**src/rtl/kbs_pkg.sv**
```systemverilog
package kbs_pkg;
  localparam int DATA_W = 32;
  localparam int NUM_CTX = 4;
  localparam int ADDR_W = 4;

  localparam logic [ADDR_W-1:0] OFS_CFG = 4'h0;
  localparam logic [ADDR_W-1:0] OFS_STA = 4'h4;

  // configuration word fields
  localparam int CFG_BLK_EN  = 31;
  localparam int CFG_KB_INIT = 30;
  localparam int CFG_KB_PROC = 5;
  localparam int CFG_FORCE   = 1;
  localparam int CFG_IRQ_EN  = 0;

  // status word fields
  localparam int STA_DONE    = 31;
  localparam int STA_KB_EN   = 30;
  localparam int STA_BLK_EN  = 29;
  localparam int STA_VEC_LSB = 16;
  localparam int STA_ERR     = 0;

  typedef struct packed {
    logic blk_en;
    logic kb_init;
    logic kb_proc;
    logic irq_en;
  } cfg_t;
endpackage

```
**src/rtl/kbs_cfg_regs.sv**
```systemverilog
module kbs_cfg_regs
  import kbs_pkg::*;
(
  input  logic              clk_i,
  input  logic              rst_ni,
  input  logic              wr_i,
  input  logic [DATA_W-1:0] wdata_i,
  output cfg_t              cfg_o,
  output cfg_t              cfg_nxt_o,
  output logic              force_o
);
  cfg_t cfg_q, cfg_d;

  always_comb begin
    cfg_d = cfg_q;
    if (wr_i) begin
      cfg_d.blk_en  = wdata_i[CFG_BLK_EN];
      cfg_d.kb_init = wdata_i[CFG_KB_INIT];
      cfg_d.kb_proc = wdata_i[CFG_KB_PROC];
      cfg_d.irq_en  = wdata_i[CFG_IRQ_EN];
    end
  end

  always_ff @(posedge clk_i or negedge rst_ni) begin
    if (!rst_ni) cfg_q <= '0;
    else         cfg_q <= cfg_d;
  end

  // forced error is a write-time strobe only; nothing is stored
  assign force_o   = wr_i & wdata_i[CFG_FORCE];
  assign cfg_o     = cfg_q;
  assign cfg_nxt_o = cfg_d;
endmodule

```
**src/rtl/kbs_err_track.sv**
```systemverilog
module kbs_err_track #(
  parameter int NUM_CTX = kbs_pkg::NUM_CTX
) (
  input  logic               clk_i,
  input  logic               rst_ni,
  input  logic [NUM_CTX-1:0] ctx_err_i,
  input  logic               force_i,
  input  logic               clr_i,
  output logic               err_o,
  output logic [NUM_CTX-1:0] vec_o
);
  logic               err_q;
  logic [NUM_CTX-1:0] vec_q;

  // new errors take priority over a clear landing in the same cycle
  always_ff @(posedge clk_i or negedge rst_ni) begin
    if (!rst_ni) err_q <= 1'b0;
    else         err_q <= (err_q & ~clr_i) | (|ctx_err_i) | force_i;
  end

  for (genvar n = 0; n < NUM_CTX; n++) begin : g_ctx
    always_ff @(posedge clk_i or negedge rst_ni) begin
      if (!rst_ni) vec_q[n] <= 1'b0;
      else         vec_q[n] <= ctx_err_i[n] | (vec_q[n] & ~clr_i & ~force_i);
    end
  end

  assign err_o = err_q;
  assign vec_o = vec_q;
endmodule

```
**src/rtl/kbs_done_track.sv**
```systemverilog
module kbs_done_track (
  input  logic clk_i,
  input  logic rst_ni,
  input  logic proc_en_nxt_i,
  input  logic done_i,
  output logic done_o
);
  logic done_q;

  // follows the enable's next value so a disable clears done on the same edge
  always_ff @(posedge clk_i or negedge rst_ni) begin
    if (!rst_ni) done_q <= 1'b0;
    else         done_q <= proc_en_nxt_i & (done_q | done_i);
  end

  assign done_o = done_q;
endmodule

```
**src/rtl/kbs_status_top.sv**
```systemverilog
module kbs_status_top
  import kbs_pkg::*;
#(
  parameter int NUM_CTX = kbs_pkg::NUM_CTX
) (
  input  logic               clk_i,
  input  logic               rst_ni,
  input  logic               we_i,
  input  logic [ADDR_W-1:0]  addr_i,
  input  logic [DATA_W-1:0]  wdata_i,
  output logic [DATA_W-1:0]  rdata_o,
  input  logic [NUM_CTX-1:0] ctx_err_i,
  input  logic               kb_done_i,
  output logic               irq_o
);
  localparam int VEC_MSB = STA_VEC_LSB + NUM_CTX - 1;

  cfg_t               cfg_q, cfg_nxt;
  logic               force_err;
  logic               err_flag;
  logic [NUM_CTX-1:0] err_vec;
  logic               kb_done_flag;
  logic               cfg_wr, sta_clr;

  assign cfg_wr  = we_i & (addr_i == OFS_CFG);
  assign sta_clr = we_i & (addr_i == OFS_STA) & wdata_i[STA_ERR];

  kbs_cfg_regs u_cfg (
    .clk_i     (clk_i),
    .rst_ni    (rst_ni),
    .wr_i      (cfg_wr),
    .wdata_i   (wdata_i),
    .cfg_o     (cfg_q),
    .cfg_nxt_o (cfg_nxt),
    .force_o   (force_err)
  );

  kbs_err_track #(.NUM_CTX(NUM_CTX)) u_err (
    .clk_i     (clk_i),
    .rst_ni    (rst_ni),
    .ctx_err_i (ctx_err_i),
    .force_i   (force_err),
    .clr_i     (sta_clr),
    .err_o     (err_flag),
    .vec_o     (err_vec)
  );

  kbs_done_track u_done (
    .clk_i         (clk_i),
    .rst_ni        (rst_ni),
    .proc_en_nxt_i (cfg_nxt.kb_proc),
    .done_i        (kb_done_i),
    .done_o        (kb_done_flag)
  );

  always_comb begin
    rdata_o = '0;
    unique case (addr_i)
      OFS_CFG: begin
        rdata_o[CFG_BLK_EN]  = cfg_q.blk_en;
        rdata_o[CFG_KB_INIT] = cfg_q.kb_init;
        rdata_o[CFG_KB_PROC] = cfg_q.kb_proc;
        rdata_o[CFG_IRQ_EN]  = cfg_q.irq_en;
      end
      OFS_STA: begin
        rdata_o[STA_DONE]                = kb_done_flag;
        rdata_o[STA_KB_EN]               = cfg_q.kb_proc;
        rdata_o[STA_BLK_EN]              = cfg_q.blk_en;
        rdata_o[VEC_MSB:STA_VEC_LSB]     = err_vec;
        rdata_o[STA_ERR]                 = err_flag;
      end
      default: rdata_o = '0;
    endcase
  end

  assign irq_o = cfg_q.irq_en & err_flag;
endmodule

```
**config.mk**
```make
export PLATFORM = sky130hd
export DESIGN_NAME = kbs_status_top
export DESIGN_NICKNAME = d
export VERILOG_FILES = /design/src/rtl/kbs_pkg.sv /design/src/rtl/kbs_cfg_regs.sv /design/src/rtl/kbs_err_track.sv /design/src/rtl/kbs_done_track.sv /design/src/rtl/kbs_status_top.sv
export SDC_FILE = /design/constraint.sdc
export NUM_CORES = 1
export LEC_CHECK = 0
export ABC_CLOCK_PERIOD_IN_PS = 2040
export CAP_MARGIN = 25
export CORE_MARGIN = 2
export CORE_UTILIZATION = 31
export CTS_BUF_LIST = sky130_fd_sc_hd__clkbuf_2 sky130_fd_sc_hd__clkbuf_4 sky130_fd_sc_hd__clkbuf_8
export DETAILED_ROUTE_END_ITERATION = 10
export PLACE_DENSITY = 0.88
export SETUP_SLACK_MARGIN = 0.4
export SLEW_MARGIN = 5
export SYNTH_ARGS = -nofsm -noshare
export SYNTH_HDL_FRONTEND = slang
export SYNTH_SLANG_ARGS = --single-unit
```
**constraint.sdc**
```tcl
create_clock -name clk_i -period 2.04 [get_ports clk_i]
set_input_delay 0.408 -clock clk_i [delete_from_list [all_inputs] [get_ports clk_i]]
set_output_delay 0.408 -clock clk_i [all_outputs]
set_load 0.02 [all_outputs]
```
# [Word level (Yosys, flattened, before mapping)]
# Cells that the tools add are included.
[totals] mem_count=0 ramBits=0 output_inout_bits=33 in_bits=44 register_bits=10 latch_bits=0 mem_bits_ro=0
[classes] n_lt_le_gt_ge=0 n_shift=0 addsub=0 n_div=0 n_bitwise=24 eq_ne=1 n_reduce_logical=2 n_mux=6 n_mul=0
[op_table] op="1-bit bitwise AND" count=15
[op_table] op="1-bit OR" count=7
[op_table] op="4-bit by 3-bit equality test with 1-bit output, second input constant" count=1
[op_table] op="4-bit zero test" count=1
[op_table] op="4-bit two-way mux" count=1
[op_table] op="2-bit one-hot mux with 2 select lines" count=1
[op_table] op="4-bit OR reduction" count=1
[op_table] op="1-bit two-way mux" count=2
[op_table] op="2-bit two-way mux" count=1
[op_table] op="1-bit inverter" count=2
[op_table] op="1-bit one-hot mux with 2 select lines" count=1

# [Logic depth before layout (Yosys ltp)]
# Gate-level depths: netlist of the first run.
[logic_depth] ltp_word=7 mapped_depth=4 depth_no_buf=3

# [Modules after synthesis]
# Synthesis of the first run repeated with hierarchy kept, for this count alone.
[hier_totals] hier_cells=67 area_unflattened_um2=695.7
[modules_own_cells] mod="kbs_status_top" area_each_um2=329.1 instances=1 cells_each=42 seq_area_each_um2=0.0
[modules_own_cells] mod="kbs_err_track" area_each_um2=181.4 instances=1 cells_each=14 seq_area_each_um2=125.1
[modules_own_cells] mod="kbs_cfg_regs" area_each_um2=152.6 instances=1 cells_each=9 seq_area_each_um2=100.1
[modules_own_cells] mod="kbs_done_track" area_each_um2=32.5 instances=1 cells_each=2 seq_area_each_um2=25.0

# [Worst setup path before layout of the first run]
# OpenSTA, ideal clock, no wires.
[synth_timing] kind="input-to-output" start="input addr_i[3]" end="output rdata_o[5]" required_ps=1632 cell_stages=2 n_path_buf=0 arrival_time_ps=1367 slack_ps=265 path_cell_list="or3_1 nor3b_1"
[synth_between] elab_chain_cells=2
[synth_rtl] element="start, declared" line="kbs_status_top.sv:9" text="input logic [ADDR_W-1:0] addr_i,"
[synth_rtl] element="4-bit zero test" line="kbs_status_top.sv:58" text="unique case (addr_i)"
[synth_rtl] element="1-bit two-way mux" line="kbs_status_top.sv:58"
[synth_rtl] element="end, declared" line="kbs_status_top.sv:11" text="output logic [DATA_W-1:0] rdata_o,"
# Every way passes these cells.

# [Worst setup path in the final report of the first run]
[layout_timing] start="input addr_i[3]" end="output rdata_o[19]"
[layout_between] elab_chain_cells=2
[layout_rtl] element="4-bit by 3-bit equality test with 1-bit output" line="kbs_status_top.sv:58"
[layout_rtl] element="4-bit two-way mux" line="kbs_status_top.sv:58"
# Every way passes these cells.

==> flow_summary.toml, run 1 <==
[outcome]
outcome = "finished clean"

[pwr]
p_leak_uw = 0.000484
p_per_area_nw_per_um2 = 541
power.total_uw = 560
ir_drop_uv = 326

[sta]
fmax_ghz = 0.574
postLayoutSetupSlackWorst_ps = 299
setup_viol = 0
finClkSkew_ps = 0.0589
hold_slack_ps = 471
tns_ps = 0
rsz0062_at_grt = "yes"
fin_crit_sh = 0.854
slew_viol_final = 0
hold_viol = 0
min_period_ps = 1740

[setup_path]
cpPeakStageDelay_ps = 290
r2r_end = "u_err.err_o$_DFF_PN0_"
ff2ff_path_depth = 2
endpoint_kind = "output port"
r2r-start = "u_err.err_o$_DFF_PN0_"
path_max_fanout = 5
critical_path_class = "in2out"
worstPathArrival_ps = 1330
cp_slowest_cell = "nor4b_4"
worst_setup_path_start_kind = "primary input"
r2r_setup_slack_ps = 1130
path_cells = "buf_8 -> buf_6 -> nor4b_4 -> buf_4 -> and2_4 -> buf_6"
crit_family = "buffers and inverters"
path_common_cell = "buf_6"
critical_path_buf_inv_count = 4
critPathRequiredTime_ps = 1630

[clock_tree]
h-tree-depth = 1
hold_buffers = 0
clk_pin_slew_ps = 60
cts_buffers = 3
cts_max_path_buffers = 2
clock_sinks = 10
root_buffer = "clkbuf_4"
clk_latency_ps = 260
cts_tree = "done"

[grt]
grt_pass1_vias = 547
grt_pass1_wl_um = 2520
grt_overflow = 0
grt_max_degree = 11
groute.usage.overall = 0.126
antenna_found_initial = 0

[synthesis]
synth_area_leaders = "dfrtp_1, buf_4, mux2_2, and2_1, mux2i_1"
syn_area_per_cell_um2 = 10.3
synth_commonest_cells = "buf_4, dfrtp_1, and2_1"
async_reset_ff_frac = 1.00
synth.most_common_cell = "buf_4"
ys_types = 20
synth-seq-cells = 10
netlist_instances = 69
synth_top_area_share = 0.353
yosys_warnings = 0
yosysSeqAreaShare = 0.353
synth-edff-count = 0
synth_top_area_cell = "dfrtp_1"
ys.flop_type = "dfrtp_1"
netlist_area_um2 = 709

[job]
maxCapViolations = 0

[floorplanning]
fp.dieArea_um2 = 2690
io_pins = 77
placementRows = 17
dieHeight_um = 51.8
core_region_area_um2 = 2190
die_x_um = 51.8
start_util = 0.324

[finish]
drive_gt1_frac = 0.400
fill_cells = 194
multiInputGateArea_um2 = 390
regArea_um2 = 250
syn_to_final_growth_pct = 46.0
diodes = 0
nets = 151

[detailed_routing]
routedWlPerCell_um = 11.9
vias_per_cell = 4.34
via_count = 577
drt_iter0_drc = 4
drt_pass1_iterations = 2
wirelength_um = 1580
remaining_drc_errors = 0
ant_nets = 0

[placement]
io_buffers = 26
place_ws_ps = -556
gp_congestion = 0.691

[worst_hold_path]
hp-class = "in2async"
==> cells in the final DEF (no fill, tap or decap), types with 2 or more instances in the layout <==
| master | instances |
|---|---|
| mux2_2 | 4 |
| buf_4 | 8 |
| a21o_1 | 3 |
| mux2i_1 | 3 |
| and2_4 | 5 |
| clkdlybuf4s50_1 | 12 |
| and2_1 | 2 |
| buf_6 | 11 |
| nor2_1 | 2 |
| clkbuf_4 | 3 |
| conb_1 | 23 |
| o21ai_0 | 2 |
| dfrtp_1 | 10 |
==> worst register-to-register path, stage by stage, from the launching register on <==
cell and delay [ps]:
dfrtp_1 400, a21boi_1 140, a311o_1 260
==> cell type report <==
class                      instances  share of cell area
clock buffer                       3              0.0217
multi-input combinational         57               0.377
sequential                        10               0.242
tap                               28              0.0338
timing repair buffer              35               0.326
==> cell families after synthesis <==
logic type             share of synthesized area
other                                    0.00529
AOI/OAI and AO/OA                         0.0952
DFF                                        0.353
muxes                                      0.120
and+or+nand+nor                            0.173
buffers and inverters                      0.254
==> timing repair <==
action | CTS | global route
endpoints found under the setup margin | 16 | 9
pin swaps | 6 | 2
buffers inserted | 3 | 1
gates resized for setup | 72 | 9
==> state kept, by name (all words and copies together) (netlist names) <==
signal,cells
u_err.err_o,1
u_cfg.cfg_o,4
u_err.vec_o,4
u_done.done_o,1
==> stage by stage <==
step	instances	util	area, µm²
final	133	0.473	1040
after floorplan	91	-	797
after detailed placement	126	0.433	950
after CTS	132	0.460	1010
after global routing	133	0.473	1040
after global placement	126	0.433	950
==> how the worst max path moves through the flow <==
| stage | depth (start not counted) | endpoint | slack, ps | start |
|---|---|---|---|---|
| after floorplan | 2 | rdata_o[5] | 450 | addr_i[3] |
| after global placement | 5 | rdata_o[29] | -480 | addr_i[3] |
| after detailed placement | 5 | rdata_o[19] | -560 | addr_i[3] |
| after CTS | 6 | rdata_o[19] | 310 | addr_i[0] |
| after global routing | 6 | rdata_o[18] | 250 | addr_i[3] |
| final | 6 | rdata_o[19] | 300 | addr_i[3] |
==> power by group <==
group	total (µW)	internal, µW	switching (µW)
combinational	187	89.1	98.3
sequential	242	223	19.0
clock	131	68.0	63.1
==> layer usage <==
layer,routed length (µm),vias up,part of all wire,track usage
li1,-,261,-,-
met1,618,277,0.39,0.156
met2,830,37,0.52,0.219
met3,114,2,0.072,0.0144
met4,19,0,0.012,0.0526
met5,0,-,0,0
No activity file was read; power rests on OpenSTA's default activity.
==> run 2: changes to the inputs <==
- CORE_UTILIZATION: 31 -> 30
- CTS_BUF_LIST: sky130_fd_sc_hd__clkbuf_2 sky130_fd_sc_hd__clkbuf_4 sky130_fd_sc_hd__clkbuf_8 -> default
- PLACE_DENSITY: 0.88 -> 0.85
==> run 2 against run 1 <==
Against the previous run:
- sequential power hardly changed
- critical path depth stayed put
- final cell count is 2.3% higher
- critical path type unchanged
- via count is 0.87% lower
- wire length is 0.57% higher
- clock skew hardly changed
- total power is 9.3% higher
- sequential cell count stayed put
- critical endpoint is now rdata_o[17]
- global-route usage is 0.57 points higher
- die area is 3.1% higher
- first-iteration DRC count is 75% lower
==> flow_summary.toml, run 2 (same netlist as run 1, synthesis figures left out) <==
[outcome]
outcome = "finished clean"

[pwr]
clkPwrFrac = 0.300
combPwrFrac = 0.305
power_switching_share = 0.309
ir_drop_uv = 387
p_leak_uw = 0.000499
p_int_uw = 423
seqPwrFrac = 0.395
p_per_area_nw_per_um2 = 576
p_sw_uw = 189
power.total_uw = 612

[floorplanning]
start_util = 0.318
io_pins = 77
die_x_um = 52.6
core_region_area_um2 = 2230
fp.dieArea_um2 = 2770
dieHeight_um = 52.6
placementRows = 17

[worst_hold_path]
hp-class = "in2async"

[finish]
syn_to_final_growth_pct = 49.9
nets = 153
regArea_um2 = 250
fill_cells = 212
layoutNonFillerInstCount = 136
final_common_cell = "conb_1"
diodes = 0
post-route-cell-area_um2 = 1060
final_core_util = 0.476
final_cell_mix = "conb_1, buf_6, clkdlybuf4s50_1"
multiInputGateArea_um2 = 390
drive_gt1_frac = 0.407

[grt]
grt_busiest_layer = "met2"
grt_overflow = 0
antenna_found_initial = 0
grt_pass1_vias = 595
grtUsageMet1 = 0.112
use_met3 = 0.0571
grt_max_degree = 11
groute.usage.overall = 0.132
grt_use_met2 = 0.244
grt_pass1_wl_um = 2510

[clock_tree]
clock_sinks = 10
root_buffer = "clkbuf_4"
cts_max_path_buffers = 2
clk_latency_ps = 270
h-tree-depth = 1
cts_buffers = 3
hold_buffers = 0
clk_pin_slew_ps = 70
cts_tree = "done"

[sta]
tns_ps = 0
hold_viol = 0
rsz0062_at_grt = "yes"
slew_viol_final = 0
finClkSkew_ps = 0.0707
min_period_ps = 1740
setup_viol = 0
fmax_ghz = 0.575
fin_crit_sh = 0.853

[detailed_routing]
drt_iter0_drc = 1
drt_pass1_iterations = 3
ant_nets = 0
via_count = 572
wirelength_um = 1590
vias_per_cell = 4.21
remaining_drc_errors = 0
routedWlPerCell_um = 11.7

[placement]
placed_cells = 126
gp_congestion = 0.778
io_buffers = 26
hpwlAfterDp_um = 1170
place_area_um2 = 950

[setup_path]
endpoint_kind = "output port"
crit_path_start = "addr_i[0]"
worst_setup_path_start_kind = "primary input"
path_max_fanout = 5
critical_path_class = "in2out"
worstPathArrival_ps = 1330
r2r-start = "u_err.err_o$_DFF_PN0_"
ff2ff_path_depth = 2
critPathRequiredTime_ps = 1630

[job]
maxCapViolations = 0
[run 2: metrics by stage]
stage               worst slack [ps]  hold slack (ps)
floorplan                        452              112
global placement                -463              473
detailed placement              -509              471
CTS                              325              459
global route                     282              468
finish                           300              454
[run 2: final cells by class]
| cell class | instances | share of cell area |
|---|---|---|
| Clock buffer | 4 | 0.0341 |
| Sequential cell | 10 | 0.235 |
| Timing Repair Buffer | 37 | 0.331 |
| Multi-Input combinational cell | 57 | 0.367 |
| Tap cell | 28 | 0.0329 |
[run 2: power by group through the flow]
stage | clock [µW] | combinational, µW | sequential, µW
after floorplan | 0 | 135 | 237
after global placement | 0 | 168 | 241
after detailed placement | 0 | 171 | 243
after CTS | 188 | 175 | 239
after global routing | 198 | 202 | 245
final | 184 | 187 | 242
[run 2: repair_timing]
action | in CTS | in global routing
endpoints found under the setup margin | 15 | 8
gates resized for setup | 70 | 8
pin swaps | 5 | 3
setup buffers | 4 | 2
[run 2: critical path: stages]
cell     delay, ps
buf_6           90
buf_6          110
nor4b_4        300
buf_4          180
and2_4         140
buf_6          110
[run 2: worst paths after layout]
| path | to | slack, ps |
|---|---|---|
| worst max-delay path | rdata_o[17] | 300 |
| worst min-delay path | u_cfg.cfg_o[1]$_DFF_PN0_ | 450 |
| worst max register to register | u_err.err_o$_DFF_PN0_ | 1140 |
| worst min register to register | u_err.vec_o[0]$_DFF_PN0_ | 500 |
| max in group asynchronous | u_err.vec_o[1]$_DFF_PN0_ | 1270 |
| min in group clk_i | u_err.vec_o[0]$_DFF_PN0_ | 500 |
[run 2: routing by layer]
layer  vias to the layer above  part of all wire  wire length [µm]
met5                         -                 0                 0
met4                         0             0.018                28
met3                         3              0.10               161
met2                        40              0.53               848
met1                       261              0.35               554
li1                        268                 -                 -
==> run 3: changes to the inputs <==
- PLACE_DENSITY: 0.85 -> 0.92
==> run 3 against run 2 <==
Against the previous run:
- final cell count decreased by 3.7%
- sequential cell count unchanged
- critical endpoint unchanged
- final area decreased by 4.8%
- sequential power about the same
- setup slack got worse by 4.3 ps
- sequential share of layout area increased by 1.2 points
- core utilization decreased by 2.3 points
- clock skew about the same
- clock power decreased by 24%
- maximum frequency decreased by 0.24%
- count of clock-buffer cells in the layout decreased by 1
- highest routed layer unchanged
==> flow_summary.toml, run 3 (same netlist as run 1, synthesis figures left out) <==
[floorplanning]
start_util = 0.318
io_pins = 77
core_region_area_um2 = 2230
dieHeight_um = 52.6
fp.dieArea_um2 = 2770
placementRows = 17
die_x_um = 52.6

[detailed_routing]
routed-wl-met3_um = 180
highest_layer = "met4"
routedWlPerCell_um = 13.5
wirelength_um = 1770
met2WireLength_um = 917
ant_nets = 0
drt-met1-wl_um = 602
drt_pass1_iterations = 4
drt_iter0_drc = 8
remaining_drc_errors = 0
via_count = 602
vias_per_cell = 4.60

[finish]
nets = 149
drive_gt1_frac = 0.369
final_cell_mix = "conb_1, buf_6, clkdlybuf4s50_1"
syn_to_final_growth_pct = 42.7
final_common_cell = "conb_1"
layoutNonFillerInstCount = 131
diodes = 0

[clock_tree]
root_buffer = "clkbuf_4"
clock_sinks = 10
cts_tree = "done"
h-tree-depth = 1
cts_max_path_buffers = 2
clk_latency_ps = 270
hold_buffers = 0
clk_pin_slew_ps = 70
cts_buffers = 3

[sta]
setup_viol = 0
fin_crit_sh = 0.855
tns_ps = 0
slew_viol_final = 0
fmax_ghz = 0.573
hold_viol = 0
finClkSkew_ps = 0.166
min_period_ps = 1740
hold_slack_ps = 464
rsz0062_at_grt = "yes"

[pwr]
p_leak_uw = 0.000469
ir_drop_uv = 500
p_per_area_nw_per_um2 = 563

[setup_path]
worst_setup_path_start_kind = "primary input"
worstPathArrival_ps = 1340
critPathRequiredTime_ps = 1630
endpoint_kind = "output port"
path_max_fanout = 6
critical_path_class = "in2out"

[placement]
placed_cells = 126
io_buffers = 26
gp_congestion = 0.661
hpwlAfterDp_um = 1260

[grt]
grt_pass1_wl_um = 2700
groute.usage.overall = 0.133
grt_overflow = 0
grt_pass1_vias = 611
antenna_found_initial = 0
grt_max_degree = 11

[job]
maxCapViolations = 0

[outcome]
outcome = "finished clean"

[worst_hold_path]
hp-class = "in2async"
-- run 3: cell types whose count changed in the layout (fill, tap and decap cells not counted), sizes merged --
cell / change
buf: -4
clkdlybuf4s15: -1
-- run 3: routing by layer --
layer,vias up,global-route usage
li1,257,-
met1,285,0.137
met2,54,0.240
met3,6,0.0400
met4,0,0.0684
met5,-,0
-- run 3: critical path, cell delays in order --
cell and delay, ps:
buf_6 90, buf_6 110, nor4b_4 400, and2_4 210, buf_6 110
-- run 3: power by group --
| group | total, µW | switching, µW | internal [µW] |
|---|---|---|---|
| Combinational | 187 | 99.6 | 87.1 |
| Clock | 139 | 70.4 | 68.2 |
| Sequential | 244 | 21.5 | 223 |
| Total | 569 | 192 | 378 |
-- run 3: what timing repair did --
action	CTS	global route
resized for setup	67	11
hold endpoints to repair	0	0
pin swaps	5	8
setup buffers	1	1
endpoints found under the setup margin	15	9
-- run 3: area by class of cell --
cell class	count	area [µm²]
Fill cell	185	1220
Multi-Input combinational cell	57	385
Timing Repair Buffer	33	319
Sequential cell	10	250
Tap cell	28	35.0
Clock buffer	3	22.5
-- run 3: worst paths after layout --
check,startpoint,endpoint,slack (ps),depth (start not counted)
worst max-delay path,addr_i[3],rdata_o[17],300,5
worst min-delay path,rst_ni,u_cfg.cfg_o[2]$_DFFE_PN0P_,460,1
worst max register to register,u_done.done_o$_DFF_PN0_,u_done.done_o$_DFF_PN0_,1110,2
worst min register to register,u_err.vec_o[3]$_DFF_PN0_,u_err.vec_o[3]$_DFF_PN0_,480,1
max in group asynchronous,rst_ni,u_err.vec_o[3]$_DFF_PN0_,1250,1
min in group clk_i,u_err.vec_o[3]$_DFF_PN0_,u_err.vec_o[3]$_DFF_PN0_,480,1
-- run 3: through the flow --
stage           util  total power [µW]  setup WS (ps)  area, µm²
6_report       0.453               569            296       1010
5_1_grt        0.453               592            273       1010
4_1_cts        0.438               552            321        978
3_5_place_dp   0.425               420           -500        950
3_3_place_gp   0.425               410           -475        950
2_1_floorplan      -               372            452        797
